<file path="config.mk">
export PLATFORM = sky130hd
export DESIGN_NAME = intc_prio_arbiter
export DESIGN_NICKNAME = d
export VERILOG_FILES = /design/src/rtl/intc_arb_pkg.sv /design/src/rtl/intc_prio_scan.sv /design/src/rtl/intc_class_arb.sv /design/src/rtl/intc_prio_arbiter.sv
export SDC_FILE = /design/constraint.sdc
export NUM_CORES = 1
export LEC_CHECK = 0
export BUFFER_PORTS_ARGS = -buffer_cell sky130_fd_sc_hd__buf_4
export CORE_MARGIN = 4
export CORE_UTILIZATION = 29
export DETAILED_ROUTE_END_ITERATION = 8
export GPL_ROUTABILITY_DRIVEN = 0
export PLACE_DENSITY = 0.45
export SLEW_MARGIN = 20
export SYNTH_ARGS = -nofsm -noshare
export SYNTH_HDL_FRONTEND = slang
export SYNTH_SLANG_ARGS = --single-unit
</file>
<file path="constraint.sdc">
create_clock -name clk -period 82.8 [get_ports clk]
set_clock_uncertainty 0.05 [all_clocks]
set_input_delay 12.42 -clock clk [delete_from_list [all_inputs] [get_ports clk]]
set_output_delay 12.42 -clock clk [all_outputs]
set_load 0.1 [all_outputs]
</file>
<file path="src/rtl/intc_arb_pkg.sv">
package intc_arb_pkg;
  // class selectors used for the per-class generate
  localparam int CLS_NORMAL = 0;
  localparam int CLS_FAST   = 1;
  localparam int NUM_CLASSES = 2;
endpackage

</file>
<file path="src/rtl/intc_prio_scan.sv">
module intc_prio_scan #(
  parameter int NUM_LINES = 32,
  parameter int PRIO_W    = 5,
  localparam int IDX_W    = $clog2(NUM_LINES)
) (
  input  logic [NUM_LINES-1:0]        elig_i,
  input  logic [NUM_LINES*PRIO_W-1:0] prio_i,
  output logic                        found_o,
  output logic [IDX_W-1:0]            idx_o
);
  logic [PRIO_W-1:0] best;

  // Ascending scan; "<=" lets a later (higher) index take an equal value.
  always_comb begin
    found_o = 1'b0;
    best    = '1;
    idx_o   = '0;
    for (int i = 0; i < NUM_LINES; i++) begin
      if (elig_i[i] && (!found_o || prio_i[i*PRIO_W +: PRIO_W] <= best)) begin
        found_o = 1'b1;
        best    = prio_i[i*PRIO_W +: PRIO_W];
        idx_o   = IDX_W'(i);
      end
    end
  end
endmodule

</file>
<file path="src/rtl/intc_class_arb.sv">
module intc_class_arb #(
  parameter int NUM_LINES = 32,
  parameter int PRIO_W    = 5,
  parameter int CLS       = 0,
  localparam int IDX_W    = $clog2(NUM_LINES)
) (
  input  logic                        clk,
  input  logic                        rst_n,
  input  logic [NUM_LINES-1:0]        pend_i,
  input  logic [NUM_LINES-1:0]        mask_i,
  input  logic [NUM_LINES-1:0]        route_fiq_i,
  input  logic [NUM_LINES*PRIO_W-1:0] prio_i,
  input  logic                        gmask_i,
  input  logic                        renew_i,
  output logic                        req_o,
  output logic [IDX_W-1:0]            code_o
);
  logic [NUM_LINES-1:0] route_match;
  logic [NUM_LINES-1:0] elig;
  logic                 found;
  logic [IDX_W-1:0]     win_idx;

  generate
    if (CLS == intc_arb_pkg::CLS_FAST) begin : g_fast
      assign route_match = route_fiq_i;
    end else begin : g_normal
      assign route_match = ~route_fiq_i;
    end
  endgenerate

  assign elig = pend_i & ~mask_i & route_match;

  intc_prio_scan #(.NUM_LINES(NUM_LINES), .PRIO_W(PRIO_W)) u_scan (
    .elig_i (elig),
    .prio_i (prio_i),
    .found_o(found),
    .idx_o  (win_idx)
  );

  // The armed flag is the inverse of the request: one register per class.
  always_ff @(posedge clk) begin
    if (!rst_n) begin
      req_o  <= 1'b0;
      code_o <= '0;
    end else if (renew_i) begin
      req_o  <= 1'b0;
    end else if (!req_o && found && !gmask_i) begin
      req_o  <= 1'b1;
      code_o <= win_idx;
    end
  end
endmodule

</file>
<file path="src/rtl/intc_prio_arbiter.sv">
module intc_prio_arbiter #(
  parameter int NUM_LINES = 32,
  parameter int PRIO_W    = 5,
  localparam int IDX_W    = $clog2(NUM_LINES)
) (
  input  logic                        clk,
  input  logic                        rst_n,
  input  logic [NUM_LINES-1:0]        pend_i,
  input  logic [NUM_LINES-1:0]        mask_i,
  input  logic [NUM_LINES-1:0]        route_fiq_i,
  input  logic [NUM_LINES*PRIO_W-1:0] prio_i,
  input  logic                        gmask_i,
  input  logic                        irq_renew_i,
  input  logic                        fiq_renew_i,
  output logic                        irq_o,
  output logic [IDX_W-1:0]            irq_code_o,
  output logic                        fiq_o,
  output logic [IDX_W-1:0]            fiq_code_o
);
  localparam int NC = intc_arb_pkg::NUM_CLASSES;

  logic [NC-1:0]   renew;
  logic [NC-1:0]   req;
  logic [IDX_W-1:0] code [NC];

  assign renew[intc_arb_pkg::CLS_NORMAL] = irq_renew_i;
  assign renew[intc_arb_pkg::CLS_FAST]   = fiq_renew_i;

  generate
    for (genvar c = 0; c < NC; c++) begin : g_cls
      intc_class_arb #(.NUM_LINES(NUM_LINES), .PRIO_W(PRIO_W), .CLS(c)) u_arb (
        .clk        (clk),
        .rst_n      (rst_n),
        .pend_i     (pend_i),
        .mask_i     (mask_i),
        .route_fiq_i(route_fiq_i),
        .prio_i     (prio_i),
        .gmask_i    (gmask_i),
        .renew_i    (renew[c]),
        .req_o      (req[c]),
        .code_o     (code[c])
      );
    end
  endgenerate

  assign irq_o      = req[intc_arb_pkg::CLS_NORMAL];
  assign irq_code_o = code[intc_arb_pkg::CLS_NORMAL];
  assign fiq_o      = req[intc_arb_pkg::CLS_FAST];
  assign fiq_code_o = code[intc_arb_pkg::CLS_FAST];
endmodule

</file>
Word-level counts from Yosys, hierarchy flattened. Cells that the tools add are included.

RAM bits: 0. ROM bits: 0. Memories: 0. Latch bits: 0. Input port bits: 261. Word-level logic and storage cells: 459. Register bits after elaboration: 12. Output and inout bits: 12.

Equality and inequality tests: 0. Muxes and demuxes: 188. $lt $le $gt $ge: 62. Bitwise gates (word level): 8. $add $sub $neg: 0. Reduce and logical (&&, ||, !) cells: 197. Shift-type cells: 0. Multipliers: 0. Div/mod/pow operators: 0.

Operator list (number): $mux 5 (122); $le 5x5->1 (62); $and 32x32->32 (3); $logic_and 1x1->1 (66); $mux 1 (66); $logic_not 1->1 (65); $not 32->32 (2); $logic_or 1x1->1 (62); $reduce_and 2->1 (2); $reduce_or 2->1 (2); $not 1->1 (3).

Logic depth before layout (Yosys ltp).
Depth in word-level cells: 131. Depth in mapped cells: 291. Depth with buffers taken out: 276.

Cells and area by module. From an unflattened synthesis, not the netlist that was laid out.

Cell total of the unflattened synthesis: 2643. Area total of the unflattened synthesis: 17752.0 µm².

Modules (own cells, without submodules): intc_prio_scan at g_cls[0].u_arb.u_scan (cells each 1256, sequential area each 0.0 µm², area each 8418.1 µm², times used 1); intc_prio_scan at g_cls[1].u_arb.u_scan (cells each 1239, sequential area each 0.0 µm², area each 8343.0 µm², times used 1); intc_class_arb at g_cls[0].u_arb (cells each 58, sequential area each 120.1 µm², area each 495.5 µm², times used 1); intc_class_arb at g_cls[1].u_arb (cells each 90, sequential area each 120.1 µm², area each 495.5 µm², times used 1).

Worst setup path before layout. Ideal clock, no wire load.

Kind: input to register. Start: input mask_i[0]. End: register g_cls[1].u_arb.code_o[3]. Arrival: 64.586 ns. Path buffers: 18. Setup time: 0.119 ns. Stages: 281. Path slack: 18.045 ns. Required time: 82.631 ns. Cell sequence: nand3b_1 nor2_1 ha_1 a21o_1 a221oi_2 a21oi_1 or2_1 buf_2 a21oi_1 inv_1 ha_1 and3_1 a221oi_1 nand2_1 nand2_1 mux2i_1 ha_1 and3_1 [... 245 more ...] o21a_1 o21ai_0 nand2b_1 a31o_2 buf_1 a21o_1 ha_1 nor2b_1 o21a_1 o21ai_0 nand2b_1 a21oi_1 a31oi_1 o21ai_0 or2_2 nor2_1 nand4_1 o221a_2.

Word-level cells in the longest chain between the ends: 131. Elaborated cells on any way between the ends: 222. Classes of those cells: order compare: 31; mux: 92; bitwise: 3; reduce/logical: 96.

RTL lines: from (decl) (line intc_prio_arbiter.sv:9) `input logic [NUM_LINES-1:0] mask_i,`; $not 32->32 * (line intc_class_arb.sv:31) `assign elig = pend_i & ~mask_i & route_match;`; $and 32x32->32 * (2 in series) (line intc_class_arb.sv:31); $mux 5 / $mux 1 (equally long branches) (line intc_prio_scan.sv:19) `if (elig_i[i] && (!found_o || prio_i[i*PRIO_W +: PRIO_W] <= best)) begin`; $le 5x5->1 / $logic_not 1->1 (equally long branches) (line intc_prio_scan.sv:19); $logic_or 1x1->1 (line intc_prio_scan.sv:19); $logic_and 1x1->1 (line intc_prio_scan.sv:19); $mux 5 / $mux 1 (equally long branches) (line intc_prio_scan.sv:19); $le 5x5->1 / $logic_not 1->1 (equally long branches) (line intc_prio_scan.sv:19); [... 113 more ...]; $logic_and 1x1->1 (line intc_prio_scan.sv:19); $mux 5 / $mux 1 (equally long branches) (line intc_prio_scan.sv:19); $le 5x5->1 / $logic_not 1->1 (equally long branches) (line intc_prio_scan.sv:19); $logic_or 1x1->1 (line intc_prio_scan.sv:19); $logic_and 1x1->1 (line intc_prio_scan.sv:19); $mux 1 (line intc_prio_scan.sv:19); $logic_and 1x1->1 (2 in series) (line intc_class_arb.sv:47) `end else if (!req_o && found && !gmask_i) begin`; $reduce_and 2->1 (no line); to (signal assigned) (line intc_class_arb.sv:49) `code_o <= win_idx;`; to (decl) (line intc_class_arb.sv:16) `output logic [IDX_W-1:0] code_o`.

Mark *: on every way between the ends. The rest lies on a longest branch, timed or not. A chain may end at the register's enable or synchronous reset.

Final worst setup path. Same ends and word-level chain as after synthesis.

==> out/qor.yml <==
synth_seq_area_share_pct: 1.39
drt-total-wl_um: 71200
dp_hpwl_um: 61800
synth_edf_count: 0
synthTopCellsByCount: "ha_1, nor2_1, a21oi_1, inv_1, nand2_1"
floorplan.initialDensity_pct: 29.3
cts_resized: 0
rsz0062_at_grt: "false"
die_area_um2: 63600
grt_antenna_before_repair: 7
portBuffers: 272
crit_path_max_incr_delay_ns: 0.75
cts_max_level: 1
cts.sinks: 12
r2r_slack_ns: 81.05
pre_cts_slack_ns: 8.90
die-width_um: 252
clkTransAtPathRegs_ns: 0.04
coreArea_um2: 59000
synth.distinct_cells: 108
ctsLongestPathBuffers: 2
fin_cells: 3543
fp-row-count: 89
clk_latency_ns: 0.24
yosysWarningCount: 0
endpoint_kind: "flip-flop"
synth_area_per_cell_um2: 6.80
worst_pin_slew_ns: 1.08
p_per_area_nw_per_um2: 22.0
synth_ff_type: "dfxtp_1"
cp.arrival_ns: 74.18
drc: 0
drive_above_1_share_pct: 15.0
grt_max_degree: 17
grt_pass1_vias: 19996
whs_ns: 0.484
relSlewSlack_pct: 27.5
place_inst: 3536
reg2regPathDepth: 7
vias: 20704
synth_top_area_share_pct: 18.2
cts_tree: "yes"
fill_cells: 6393
ys_async_sr_fraction_pct: 0
wire_per_inst_um: 20.1
hold_buffers: 0
synth_area_leader_cell: "ha_1"
synth.most_common_cell: "ha_1"
final.setup.tns_ns: 0
max-cap-violations: 0
worst_path_max_delay_cell: "o21ai_1"
drtIter0Drc: 1302
finalSetupViolCount: 0
area_growth_pct: 17.0
crit_fanout: 15
max_freq_mhz: 13.5
ir_worst_vdd_uv: 12.4
leakage_nw: 9.75
power.total_mw: 0.446
via_per_inst: 5.84
ant_nets: 0
post_cts_buffers: 0
synth.net_count: 3055
die_y_um: 252
critPathRequiredTime_ns: 82.88
clock-root-buffer: "clkbuf_16"
outcome: "completed"
worstHoldPathType: "reg2reg"
overflow: 0
final_max_slew_viol_count: 0
multi_input_area_um2: 16100
hp-start: "g_cls[0].u_arb.req_o"
worst_slack_ns: 8.70
r2r-start: "g_cls[0].u_arb.req_o"
hold_viol_final: 0
hold_end: "g_cls[0].u_arb.req_o"
hold_depth: 2
crit_path_frequent_cell: "ha_1"
synthCells: 2542
period_share_pct: 89.5
fin_util_pct: 34.3
synth_area_um2: 17300
first_pass_iters: 5
ios: 273
postSynthRegisterBits: 12
critPathLaunchType: "primary input"
final_cell_area_um2: 20200
r2r-end: "g_cls[0].u_arb.code_o[4]"
final_nets: 3281
regArea_um2: 240
min_period_ns: 74.10
post_dp_cell_area_um2: 20100
grt_use_total_pct: 21.1
critical_path_class: "in2reg"
grt_pass1_wl_um: 110000
cts_buffers: 3
synth_top_cells_by_area: "ha_1, a21oi_1, nor2_1"
[layer usage]
metal | global-route usage [%] | up-vias | wire (um)
li1 | - | 10191 | -
met1 | 28.9 | 9842 | 33000
met2 | 36.8 | 605 | 33500
met3 | 2.37 | 58 | 3900
met4 | 2.16 | 8 | 689
met5 | 0 | - | 56
[power by group]
part | switching, mW | internal [mW] | leakage [nW]
logic | 0.252 | 0.177 | 9.60
clock network | 0.00240 | 0.00728 | 0.0442
registers | 0.000648 | 0.00652 | 0.0989
[flip-flops by register name, summed over array words and instances, names as in the netlist]
register / cells
g_cls.u_arb.req_o: 2
g_cls.u_arb.code_o: 10
[cell usage in the layout, fill, tap and decap left out, drive strengths merged, types with 16 or more instances in the layout]
cell    Yosys  final
nor3       66     66
buf        13    280
and3b      16     16
a21oi     205    205
and2       37     37
inv       191    191
a221oi     17     17
or3        18     18
or2        31     31
a211o      18     18
o21bai     18     18
or3b       20     20
mux2i      62     62
nor2b      36     36
a211oi     25     25
a21boi     29     29
o31a       21     21
and3       79     79
o221ai     19     19
o31ai      27     27
a31oi      51     51
nand2     173    173
nand2b     35     35
nor3b      38     38
o21ai     172    172
a21o      108    108
o211ai     41     41
nor2      231    231
nand4      19     19
ha        252    252
nand3      88     88
o21a       55     55
mux2       27     27
nand3b     24     24
[cells by family (layout without fill, tap and decap cells)]
family	Yosys count	count (layout)	share of synthesized area (%)
adder cells (fa/ha/maj)	263	263	18.9
flip-flops	12	12	1.39
other	0	3	0
buffers and inverters	251	476	5.56
AO/OA/AOI/OAI	969	969	39.3
AND/OR/NAND/NOR	944	944	28.8
multiplexers	89	89	5.37
XOR/XNOR	14	14	0.709
[worst max path at each step]
stage          startpoint                        to
2_1_floorplan   mask_i[0]  g_cls[1].u_arb.code_o[3]
5_1_grt         mask_i[0]  g_cls[1].u_arb.code_o[4]
3_5_place_dp    mask_i[0]  g_cls[1].u_arb.code_o[4]
3_3_place_gp    mask_i[0]  g_cls[1].u_arb.code_o[3]
4_1_cts         mask_i[0]  g_cls[1].u_arb.code_o[4]
6_report        mask_i[0]  g_cls[1].u_arb.code_o[3]
[critical path: cells and delay by family]
kind            cells  cell delay, ns
buf+inv            13            1.19
compound gates    132           31.59
mux                11            3.24
fa+ha+maj          33            9.43
simple gates       82           16.24
[final cells by class]
class,instances,area share (%)
multi-input cells,2279,79.6
repair buffers,280,10.4
well taps,773,4.78
inverters,192,3.56
flip-flops and latches,12,1.19
clock buffers,4,0.439
diodes,3,0.0371
No activity file was read; power rests on OpenSTA's default activity.
